--- src/rtl/srx_pkg.sv ---
package srx_pkg;

  typedef enum logic [2:0] {
    SRX_IDLE,
    SRX_START,
    SRX_DATA,
    SRX_XBIT,
    SRX_STOP
  } srx_state_e;

  // ready qualification: in multiprocessor mode only extra-bit=1 frames wake the host
  function automatic logic srx_wake(input logic mp, input logic xb);
    return (!mp) | xb;
  endfunction

  // strobe index at which the start bit is re-checked
  function automatic int srx_mid_index(input int osr);
    return (osr / 2) - 1;
  endfunction

endpackage

--- src/rtl/srx_sync.sv ---
module srx_sync #(
  parameter int STAGES = 2
) (
  input  logic clk,
  input  logic rst_n,
  input  logic din,
  output logic dout
);
  logic [STAGES-1:0] chain_q;

  always_ff @(posedge clk) begin
    if (!rst_n) chain_q <= '1;
    else        chain_q <= {chain_q[STAGES-2:0], din};
  end

  assign dout = chain_q[STAGES-1];
endmodule

--- src/rtl/srx_deframer.sv ---
module srx_deframer
  import srx_pkg::*;
#(
  parameter int DATA_W = 8,
  parameter int OSR    = 16
) (
  input  logic              clk,
  input  logic              rst_n,
  input  logic              tick,
  input  logic              rx_en,
  input  logic              xbit_en,
  input  logic              rxd,
  output logic              frame_done,
  output logic [DATA_W-1:0] frame_data,
  output logic              frame_xbit,
  output logic              frame_stop_ok,
  output logic              busy
);
  localparam int CW = $clog2(OSR);
  localparam int BW = $clog2(DATA_W + 1);
  localparam logic [CW-1:0] MID_C   = CW'(srx_mid_index(OSR));
  localparam logic [CW-1:0] LAST_C  = CW'(OSR - 1);
  localparam logic [BW-1:0] LASTBIT = BW'(DATA_W - 1);

  srx_state_e        state_q;
  logic [CW-1:0]     cnt_q;
  logic [BW-1:0]     bitn_q;
  logic [DATA_W-1:0] shreg_q;
  logic              xbit_q;
  logic              stop_q;
  logic              done_q;
  logic              at_mid;
  logic              at_end;

  assign at_mid = (cnt_q == MID_C);
  assign at_end = (cnt_q == LAST_C);

  always_ff @(posedge clk) begin
    if (!rst_n) begin
      state_q <= SRX_IDLE;
      cnt_q   <= '0;
      bitn_q  <= '0;
      shreg_q <= '0;
      xbit_q  <= 1'b0;
      stop_q  <= 1'b0;
      done_q  <= 1'b0;
    end else begin
      done_q <= 1'b0;
      if (!rx_en) begin
        state_q <= SRX_IDLE;
      end else if (tick) begin
        case (state_q)
          SRX_IDLE: begin
            if (!rxd) begin
              state_q <= SRX_START;
              cnt_q   <= '0;
            end
          end
          SRX_START: begin
            if (at_mid) begin
              if (!rxd) begin
                state_q <= SRX_DATA;
                cnt_q   <= '0;
                bitn_q  <= '0;
                xbit_q  <= 1'b0;
              end else begin
                state_q <= SRX_IDLE;
              end
            end else begin
              cnt_q <= cnt_q + 1'b1;
            end
          end
          SRX_DATA: begin
            if (at_end) begin
              cnt_q   <= '0;
              shreg_q <= {rxd, shreg_q[DATA_W-1:1]};
              if (bitn_q == LASTBIT) state_q <= xbit_en ? SRX_XBIT : SRX_STOP;
              else                   bitn_q  <= bitn_q + 1'b1;
            end else begin
              cnt_q <= cnt_q + 1'b1;
            end
          end
          SRX_XBIT: begin
            if (at_end) begin
              cnt_q   <= '0;
              xbit_q  <= rxd;
              state_q <= SRX_STOP;
            end else begin
              cnt_q <= cnt_q + 1'b1;
            end
          end
          SRX_STOP: begin
            if (at_end) begin
              cnt_q   <= '0;
              stop_q  <= rxd;
              done_q  <= 1'b1;
              state_q <= SRX_IDLE;
            end else begin
              cnt_q <= cnt_q + 1'b1;
            end
          end
          default: state_q <= SRX_IDLE;
        endcase
      end
    end
  end

  assign frame_done    = done_q;
  assign frame_data    = shreg_q;
  assign frame_xbit    = xbit_q;
  assign frame_stop_ok = stop_q;
  assign busy          = (state_q != SRX_IDLE);


  idle_when_off_chk: assert property (@(posedge clk) disable iff (!rst_n)
    !rx_en |=> !busy);


  done_single_chk: assert property (@(posedge clk) disable iff (!rst_n)
    frame_done |=> !frame_done);
endmodule

--- src/rtl/srx_fifo.sv ---
module srx_fifo #(
  parameter int W     = 9,
  parameter int DEPTH = 3
) (
  input  logic                         clk,
  input  logic                         rst_n,
  input  logic                         push,
  input  logic [W-1:0]                 wdata,
  input  logic                         pop,
  output logic [W-1:0]                 head,
  output logic                         empty,
  output logic                         full,
  output logic [$clog2(DEPTH+1)-1:0]   count
);
  localparam int PW   = (DEPTH > 1) ? $clog2(DEPTH) : 1;
  localparam int CNTW = $clog2(DEPTH + 1);

  logic [W-1:0]    mem_q [DEPTH];
  logic [PW-1:0]   wp_q, rp_q;
  logic [CNTW-1:0] cnt_q;
  logic            do_push, do_pop;

  function automatic logic [PW-1:0] ptr_next(input logic [PW-1:0] p);
    return (p == PW'(DEPTH - 1)) ? '0 : p + 1'b1;
  endfunction

  assign empty   = (cnt_q == '0);
  assign full    = (cnt_q == CNTW'(DEPTH));
  assign do_push = push & !full;
  assign do_pop  = pop & !empty;

  always_ff @(posedge clk) begin
    if (!rst_n) begin
      wp_q  <= '0;
      rp_q  <= '0;
      cnt_q <= '0;
    end else begin
      if (do_push) wp_q <= ptr_next(wp_q);
      if (do_pop)  rp_q <= ptr_next(rp_q);
      if (do_push && !do_pop)      cnt_q <= cnt_q + 1'b1;
      else if (do_pop && !do_push) cnt_q <= cnt_q - 1'b1;
    end
  end

  always_ff @(posedge clk) begin
    if (do_push) mem_q[wp_q] <= wdata;
  end

  assign head  = mem_q[rp_q];
  assign count = cnt_q;


  cnt_le_depth_chk: assert property (@(posedge clk) disable iff (!rst_n)
    cnt_q <= CNTW'(DEPTH));


  pop_dec_chk: assert property (@(posedge clk) disable iff (!rst_n)
    (pop && !empty && !push) |=> (cnt_q == $past(cnt_q) - 1'b1));
endmodule

--- src/rtl/serial_rx_queue.sv ---
module serial_rx_queue
  import srx_pkg::*;
#(
  parameter int DATA_W      = 8,
  parameter int DEPTH       = 3,
  parameter int OSR         = 16,
  parameter int SYNC_STAGES = 2
) (
  input  logic              clk,
  input  logic              rst_n,
  input  logic              tick16,
  input  logic              rx_en,
  input  logic              xbit_en,
  input  logic              mp_mode,
  input  logic              rxd,
  input  logic              rd_en,
  input  logic              ovr_clr,
  output logic [DATA_W-1:0] rd_data,
  output logic              rd_xbit,
  output logic              ready,
  output logic              overrun
);
  localparam int WW   = DATA_W + 1;
  localparam int CNTW = $clog2(DEPTH + 1);

  logic              rxd_s;
  logic              frame_done, frame_xbit, frame_stop_ok, rx_busy;
  logic [DATA_W-1:0] frame_data;
  logic [WW-1:0]     fifo_head;
  logic              fifo_empty, fifo_full;
  logic [CNTW-1:0]   fifo_count;
  logic              push_try, push_ok, ovr_ev, pop_ok, last_pop;
  logic [DATA_W-1:0] rd_data_q;
  logic              rd_xbit_q, ready_q, ovr_q;

  srx_sync #(.STAGES(SYNC_STAGES)) u_sync (
    .clk(clk), .rst_n(rst_n), .din(rxd), .dout(rxd_s)
  );

  srx_deframer #(.DATA_W(DATA_W), .OSR(OSR)) u_deframer (
    .clk(clk), .rst_n(rst_n), .tick(tick16), .rx_en(rx_en),
    .xbit_en(xbit_en | mp_mode), .rxd(rxd_s),
    .frame_done(frame_done), .frame_data(frame_data),
    .frame_xbit(frame_xbit), .frame_stop_ok(frame_stop_ok), .busy(rx_busy)
  );

  assign push_try = frame_done & frame_stop_ok;
  assign push_ok  = push_try & !fifo_full;
  assign ovr_ev   = push_try & fifo_full;
  assign pop_ok   = rd_en & !fifo_empty;
  assign last_pop = pop_ok & (fifo_count == CNTW'(1)) & !push_ok;

  srx_fifo #(.W(WW), .DEPTH(DEPTH)) u_fifo (
    .clk(clk), .rst_n(rst_n), .push(push_ok), .wdata({frame_xbit, frame_data}),
    .pop(rd_en), .head(fifo_head), .empty(fifo_empty), .full(fifo_full),
    .count(fifo_count)
  );

  always_ff @(posedge clk) begin
    if (!rst_n) begin
      rd_data_q <= '0;
      rd_xbit_q <= 1'b0;
      ready_q   <= 1'b0;
      ovr_q     <= 1'b0;
    end else begin
      if (pop_ok) begin
        rd_data_q <= fifo_head[DATA_W-1:0];
        rd_xbit_q <= fifo_head[DATA_W];
      end
      if (push_ok && srx_wake(mp_mode, frame_xbit)) ready_q <= 1'b1;
      else if (last_pop)                            ready_q <= 1'b0;
      if (ovr_ev)       ovr_q <= 1'b1;
      else if (ovr_clr) ovr_q <= 1'b0;
    end
  end

  assign rd_data = rd_data_q;
  assign rd_xbit = rd_xbit_q;
  assign ready   = ready_q;
  assign overrun = ovr_q;


  ovr_set_chk: assert property (@(posedge clk) disable iff (!rst_n)
    (frame_done && frame_stop_ok && fifo_full) |=> overrun);


  bad_stop_chk: assert property (@(posedge clk) disable iff (!rst_n)
    (frame_done && !frame_stop_ok && !rd_en) |=> $stable(fifo_count));


  mp_quiet_chk: assert property (@(posedge clk) disable iff (!rst_n)
    (mp_mode && frame_done && !frame_xbit && !ready && !rd_en) |=> !ready);


  ready_drop_chk: assert property (@(posedge clk) disable iff (!rst_n)
    $fell(ready) |-> fifo_empty);


  empty_read_chk: assert property (@(posedge clk) disable iff (!rst_n)
    (rd_en && fifo_empty) |=> ($stable(rd_data) && $stable(rd_xbit)));


  off_no_store_chk: assert property (@(posedge clk) disable iff (!rst_n)
    !rx_en |-> !frame_done);
endmodule

--- config.mk ---
export PLATFORM = sky130hd
export DESIGN_NAME = serial_rx_queue
export DESIGN_NICKNAME = d
export VERILOG_FILES = /design/src/rtl/srx_pkg.sv /design/src/rtl/srx_sync.sv /design/src/rtl/srx_deframer.sv /design/src/rtl/srx_fifo.sv /design/src/rtl/serial_rx_queue.sv
export SDC_FILE = /design/constraint.sdc
export NUM_CORES = 1
export LEC_CHECK = 0
export BUFFER_PORTS_ARGS = -buffer_cell sky130_fd_sc_hd__buf_4
export CORE_AREA = 2 2 112 60
export CTS_BUF_LIST = sky130_fd_sc_hd__clkbuf_2
export CTS_CLUSTER_DIAMETER = 80
export DETAILED_ROUTE_END_ITERATION = 10
export DIE_AREA = 0 0 114 62
export PLACE_DENSITY = 0.73
export SYNTH_ARGS = -nofsm -noshare
export SYNTH_HDL_FRONTEND = slang
export SYNTH_SLANG_ARGS = --single-unit
--- constraint.sdc ---
create_clock -name clk -period 2.08 [get_ports clk]
set_clock_uncertainty 0.2 [all_clocks]
set_input_delay 0.208 -clock clk [delete_from_list [all_inputs] [get_ports clk]]
set_output_delay 0.208 -clock clk [all_outputs]
set_load 0.03 [all_outputs]
### Word level (Yosys, flattened, before mapping)

Memory sizes are Yosys's and may differ from the RTL's. A register that Yosys moved wholly into a read port is not among the register bits.
Index checks and enable logic that the tools add are counted.

| storage, ports and cells | value |
|---|---|
| output and inout port bits | 11 |
| word-level logic and storage cells | 108 |
| RAM bits | 27 |
| register bits | 32 |
| memories | 1 |

| operators by class | value |
|---|---|
| muxes and demuxes | 33 |
| equal/unequal tests | 19 |
| bitwise operators | 9 |
| reductions and logical operators | 27 |
| add/subtract/negate cells | 6 |

Memories:

| name | depth | width | rd ports | clocked after Yosys merged registers in | write ports | line | RTL |
|---|---|---|---|---|---|---|---|
| u_fifo.mem_q | 3 | 9 | 1 | 1 | 1 | srx_fifo.sv:18 | `logic [W-1:0] mem_q [DEPTH];` |

Operators by type and width:

| kind | number |
|---|---|
| two-way mux 4 bit | 7 |
| two-way mux 3 bit | 7 |
| one-hot mux 3 bit (5 select lines) | 1 |
| AND reduction 7 bit | 2 |
| one-hot mux 4 bit (3 select lines) | 1 |
| AND reduction 4 bit | 3 |
| two-way mux 1 bit | 10 |
| two-way mux 2 bit | 5 |
| != test 2 x 1 -> 1 bit (second input constant) | 5 |
| nonzero test 2 bit | 5 |
| adder 4 x 1 -> 4 bit (second input constant) | 2 |
| == test 4 x 3 -> 1 bit (second input constant) | 2 |
| one-hot mux 4 bit (2 select lines) | 1 |
| AND 1 bit | 7 |
| zero test 1 bit | 7 |
| adder 2 x 1 -> 2 bit (second input constant) | 3 |
| == test 2 bit (second input constant) | 3 |
| == test 3 x 2 -> 1 bit (second input constant) | 2 |
| != test 2 bit (second input constant) | 3 |
| AND reduction 6 bit | 1 |
| == test 4 bit (second input constant) | 1 |
| == test 3 x 1 -> 1 bit (second input constant) | 1 |
| == test 3 bit (second input constant) | 1 |
| logical AND 1 bit | 3 |
| 10 further kinds | 11 |

### Longest topological paths before layout

| depth | value |
|---|---|
| depth in word-level cells | 8 |
| gate-level depth with buffers | 10 |
| depth with buffers taken out | 9 |

### Modules after synthesis

From an unflattened synthesis, not the netlist that was laid out.

| unflattened totals | value |
|---|---|
| cell total of the unflattened synthesis | 282 |
| area total of the unflattened synthesis | 3022.9 um2 |

By module, submodules not included:

| module | area each (um2) | instances | cells each | seq. area each (um2) |
|---|---|---|---|---|
| srx_fifo | 1331.3 | 1 | 90 | 970.9 |
| srx_deframer | 1203.7 | 1 | 134 | 440.4 |
| serial_rx_queue | 435.4 | 1 | 54 | 220.2 |
| srx_sync | 52.6 | 1 | 4 | 40.0 |

### Worst setup path after synthesis

Ideal clock, no wire load.

| path | value |
|---|---|
| path kind | flip-flop to flip-flop |
| from | reg u_fifo.cnt_q[0] (netlist: u_fifo.count[0]) |
| to | mem u_fifo.mem_q[1][0] (enable) |
| path buffers | 0 |
| required time | 1.489 ns |
| stages on the path, launching flop included | 4 |
| clock period less this slack | 2.228 ns |
| slack | -0.148 ns |
| arrival time | 1.637 ns |
| cell sequence | dfxtp_1 > ha_1 > nand3b_1 > nor3b_1 |

| on the way | value |
|---|---|
| cells in the longest elaborated chain, start to end | 6 |

RTL lines:

| what | line | RTL |
|---|---|---|
| start: declaration | srx_fifo.sv:20 | `logic [CNTW-1:0] cnt_q;` |
| start signal: assignment | srx_fifo.sv:40 | `if (do_push && !do_pop) cnt_q <= cnt_q + 1'b1;` |
| start signal: assignment | srx_fifo.sv:41 | `else if (do_pop && !do_push) cnt_q <= cnt_q - 1'b1;` |
| == test 2 bit * | srx_fifo.sv:28 | `assign full = (cnt_q == CNTW'(DEPTH));` |
| zero test 1 bit * | srx_fifo.sv:29, serial_rx_queue.sv:48 |  |
| AND 1 bit | serial_rx_queue.sv:48 | `assign push_ok = push_try & !fifo_full;` |
| AND 1 bit * | srx_fifo.sv:29 | `assign do_push = push & !full;` |
| two-way mux 1 bit * | srx_fifo.sv:46 | `if (do_push) mem_q[wp_q] <= wdata;` |
| two-way mux 1 bit (implied by the code) * | srx_fifo.sv:46 |  |
| end: declaration | srx_fifo.sv:18 |  |

Every way passes the cells marked *; elsewhere a longest branch is shown, timed or not.

### Worst setup path in the final report

| path | value |
|---|---|
| from | reg u_deframer.state_q[2] |
| to | reg u_deframer.bitn_q[3] |

| on the way | value |
|---|---|
| cells in the longest elaborated chain, start to end | 3 |
| elaborated cells on any way between the ends | 9 |

RTL lines:

| what | line | RTL |
|---|---|---|
| start: declaration | srx_deframer.sv:25 | `srx_state_e state_q;` |
| start signal: assignment | srx_deframer.sv:77 | `if (bitn_q == LASTBIT) state_q <= xbit_en ? SRX_XBIT : SRX_STOP;` |
| == test 3 x 2 -> 1 bit / == test 3 x 1 -> 1 bit (equally long branches) | srx_deframer.sv:52 | `case (state_q)` |
| != test 2 bit (no source line), or another cell as far along | n/a |  |
| AND reduction 7 bit (no source line) | n/a |  |
| end signal: assignment | srx_deframer.sv:78 | `else bitn_q <= bitn_q + 1'b1;` |
| end: declaration | srx_deframer.sv:27 | `logic [BW-1:0] bitn_q;` |

Parallel ways exist; a longest one is shown, timed or not.
A chain may end at the register's enable or synchronous reset.

==> out/qor.csv <==
stage;metric;value;unit
floorplanning;die height;62;um
sta;worst slew pin tran;0.490;ns
critical_path;Critical Path End Type;register;
yosys;Top FF cell, synth;dfxtp_1;
floorplanning;IO Pins;20;
global_route;All-Layer GR Usage;0.186;
power;maximum vdd drop;0.312;mV
final_layout;layout cells sized above 1;0.225;
drt;Via density;5.48;
critical_path;Worst R2R Setup Slack;0.08;ns
min_path;hold path cells;1;
drt;Via Count;2265;
global_route;first-pass GRT wire length;9.57;mm
yosys;syn nets;296;
status;status;finished, final reports clean;
global_route;pin count of the biggest net entering global routing;23;
yosys;syn avg cell area;10.4;sq um
min_path;Hold Path Class;reg -> reg;
clock_tree;CTS max path bufs;2;
final_layout;nets@finish;343;
floorplanning;Placeable Area;0.00625;sq mm
critical_path;Required @ worst endpoint;2.32;ns
final_layout;ANT cells;0;
yosys;Compound-Gate Fraction of Synth Area;0.126;
sta;Final Hold Slack;0.236;ns
final_layout;post-route cell area;0.00359;sq mm
clock_tree;Worst-path clk slew;0.18;ns
power;pwr dens;703;mW/mm^2
critical_path;reg2reg start;u_deframer.state_q[2];
yosys;sequential area share after synthesis;0.557;
critical_path;Critical Path AT;2.24;ns
clock_tree;Clock Sinks;68;
place;GP Congestion;0.853;
run;max-cap check violation count;0;
yosys;Post-synth ARST share;0;
global_route;vias in the first global route;1871;
yosys;largest family of logic cells by synthesized area;simple AND/OR/NAND/NOR gates;
place;I/O Buffers;19;
sta;Max-slew headroom;0.672;
place;Placed Area;0.00330;sq mm
global_route;total grt overflow;0;
yosys;Mapped Cells;281;
yosys;Post-Synth XOR/XNOR Area;0.0120;
yosys;Yosys reg bits;68;
clock_tree;clk root buf;clkbuf_2;
critical_path;CP startpoint kind;register;
final_layout;synthesis-to-layout area growth;22.6;%
yosys;synthesized area;0.00293;sq mm
clock_tree;CTS HTree Levels;3;
yosys;mux contribution to synthesized area;0.0649;
power;Leak;1.26;nW
sta;Fin Setup TNS;0;ns
min_path;Endpoint, Worst Hold;u_sync.chain_q[1];
floorplanning;DIE AREA;0.00707;sq mm
sta;Final Cycle Share;0.962;
place;post-detail-place hpwl;4.30;mm
sta;max frequency;500;MHz
clock_tree;cts bufs inserted;9;
clock_tree;TritonCTS clock tree;done;
drt;number of DRC markers in iteration 0;150;
sta;final setup vio count;0;
floorplanning;die width;114;um
floorplanning;row count;21;
drt;# DRC;0;
clock_tree;Worst-Skew Late Latency;0.50;ns
final_layout;sequential cell area;0.00164;sq mm
min_path;Hold Path Origin;u_sync.chain_q[0];
yosys;Synth Area in Simple Gates;0.176;
critical_path;FF-to-FF End;u_deframer.bitn_q[3];
drt;Routed WL;6.14;mm
sta;Final min period;2.00;ns
power;total power;2.52;mW
drt;Pre-antenna DRT Iters;5;
floorplanning;initial core utilization;0.468;
final_layout;fillcell total;542;
drt;Routed Antenna Nets;0;
yosys;synth unique cells;47;
sta;max-slew violation count;0;
global_route;initial antenna violation count;0;
final_layout;final core utilization;0.574;
critical_path;Critical Path Fanout Max;5;
drt;WL/cell;14.9;um
final_layout;multi-input logic area;0.00124;sq mm
critical_path;Reg2Reg Depth;4;
sta;Hold Vio Cnt, Final;0;
yosys;adder-cell share of the synthesized area;0.0256;
critical_path;WS Path Type;reg -> reg;
yosys;Syn. warnings;0;
yosys;number of synthesized flops with an enable pin;27;
worst max-delay path, stage by stage (launching register included):
cell      delay (ns)
dfxtp_4         0.38
or4b_1          0.54
a21boi_2        0.21
or4_1           0.48
o22ai_1         0.15
cell type report:
type                    count  area share
well taps                  80      0.0279
flip-flops and latches     68       0.457
clock inverters             5      0.0216
inverters                  14      0.0146
clock buffers              11      0.0153
repair buffers             49       0.119
multi-input cells         186       0.344
timing repair:
action,CTS,global route
setup buffers,0,3
endpoints found under the hold margin,22,0
hold buffers,9,0
resized for setup,0,17
setup endpoints to repair,0,19
synthesized netlist by cell type (2+ instances only):
cell	number	area [sq um]
nand3_1	7	35.0
xor2_1	4	35.0
inv_1	14	52.6
clkbuf_1	7	26.3
o41ai_1	2	17.5
buf_1	2	7.51
nor4_1	4	25.0
a2111oi_0	2	17.5
a21boi_0	2	15.0
a21oi_1	21	105
edfxtp_1	27	811
a221o_1	3	30.0
nand4_1	2	12.5
nand3b_1	5	37.5
mux2i_1	19	190
buf_2	3	15.0
dfxtp_1	41	821
nand2_1	32	120
nor3b_1	4	30.0
o21ai_0	12	60.1
nor3_1	4	20.0
or4_1	4	30.0
ha_1	6	75.1
nor2_1	23	86.3
or3_1	4	25.0
a31oi_1	2	12.5
nand2b_1	5	31.3
worst max-delay path by stage:
| stage | start | to | slack (ns) | cells past startpoint |
|---|---|---|---|---|
| 2_1_floorplan | u_deframer.state_q[1] | u_deframer.bitn_q[3] | 0.14 | 5 |
| 3_5_place_dp | u_deframer.state_q[0] | u_deframer.bitn_q[3] | 0.06 | 4 |
| 5_1_grt | u_deframer.state_q[2] | u_deframer.bitn_q[3] | -0.03 | 4 |
| 6_report | u_deframer.state_q[2] | u_deframer.bitn_q[3] | 0.08 | 4 |
| 3_3_place_gp | u_deframer.state_q[2] | u_deframer.bitn_q[3] | 0.09 | 4 |
| 4_1_cts | u_deframer.state_q[0] | u_deframer.bitn_q[3] | 0.04 | 4 |
cells in the final DEF (no fill, tap or decap), drive strengths merged, types with 2 or more instances in the layout:
cell type	Yosys	routed
a2111oi	2	2
a21boi	3	3
a21oi	21	21
a221o	3	3
a31oi	2	2
buf	6	40
bufinv	0	2
clkbuf	7	11
clkinv	0	2
dfxtp	41	41
dlygate4sd3	0	9
edfxtp	27	27
ha	6	6
inv	14	14
mux2i	19	19
nand2	32	32
nand2b	5	5
nand3	7	7
nand3b	5	5
nand4	2	2
nor2	23	23
nor3	5	5
nor3b	4	4
nor4	4	4
o21ai	13	13
o41ai	2	2
or3	4	4
or3b	2	2
or4	4	4
xor2	4	4
per-layer routing:
layer / GRT usage / part of all wire
met1: 0.285 / 0.51
met2: 0.236 / 0.40
met3: 0.0640 / 0.076
met4: 0.0697 / 0.012
met5: 0 / 0
sequential cells by signal, indices dropped and copies added (netlist names), 3 cells and up:
name,cells
u_deframer.frame_data,8
u_deframer.cnt_q,4
u_deframer.state_q,3
u_deframer.bitn_q,4
u_fifo.mem_q,27
rd_data,8
metrics by stage:
step,setup slack (ns),cells
3_5_place_dp,0.0614,385
5_1_grt,-0.0309,413
6_report,0.0800,413
2_1_floorplan,0.143,281
3_3_place_gp,0.0896,385
4_1_cts,0.0410,410
logic make-up after synthesis:
| group | Yosys count |
|---|---|
| XOR/XNOR | 4 |
| multiplexers | 19 |
| flip-flops | 68 |
| AO/OA/AOI/OAI | 57 |
| buffers and inverters | 27 |
| AND/OR/NAND/NOR | 100 |
| adder cells (fa/ha/maj) | 6 |
power breakdown:
group | internal (mW) | leakage [nW] | switching, mW
Combinational | 0.101 | 0.619 | 0.130
Clock | 0.404 | 0.0819 | 0.462
Sequential | 1.40 | 0.563 | 0.0269
Total | 1.91 | 1.26 | 0.618
Note: power is estimated with default switching activity, not from simulation.
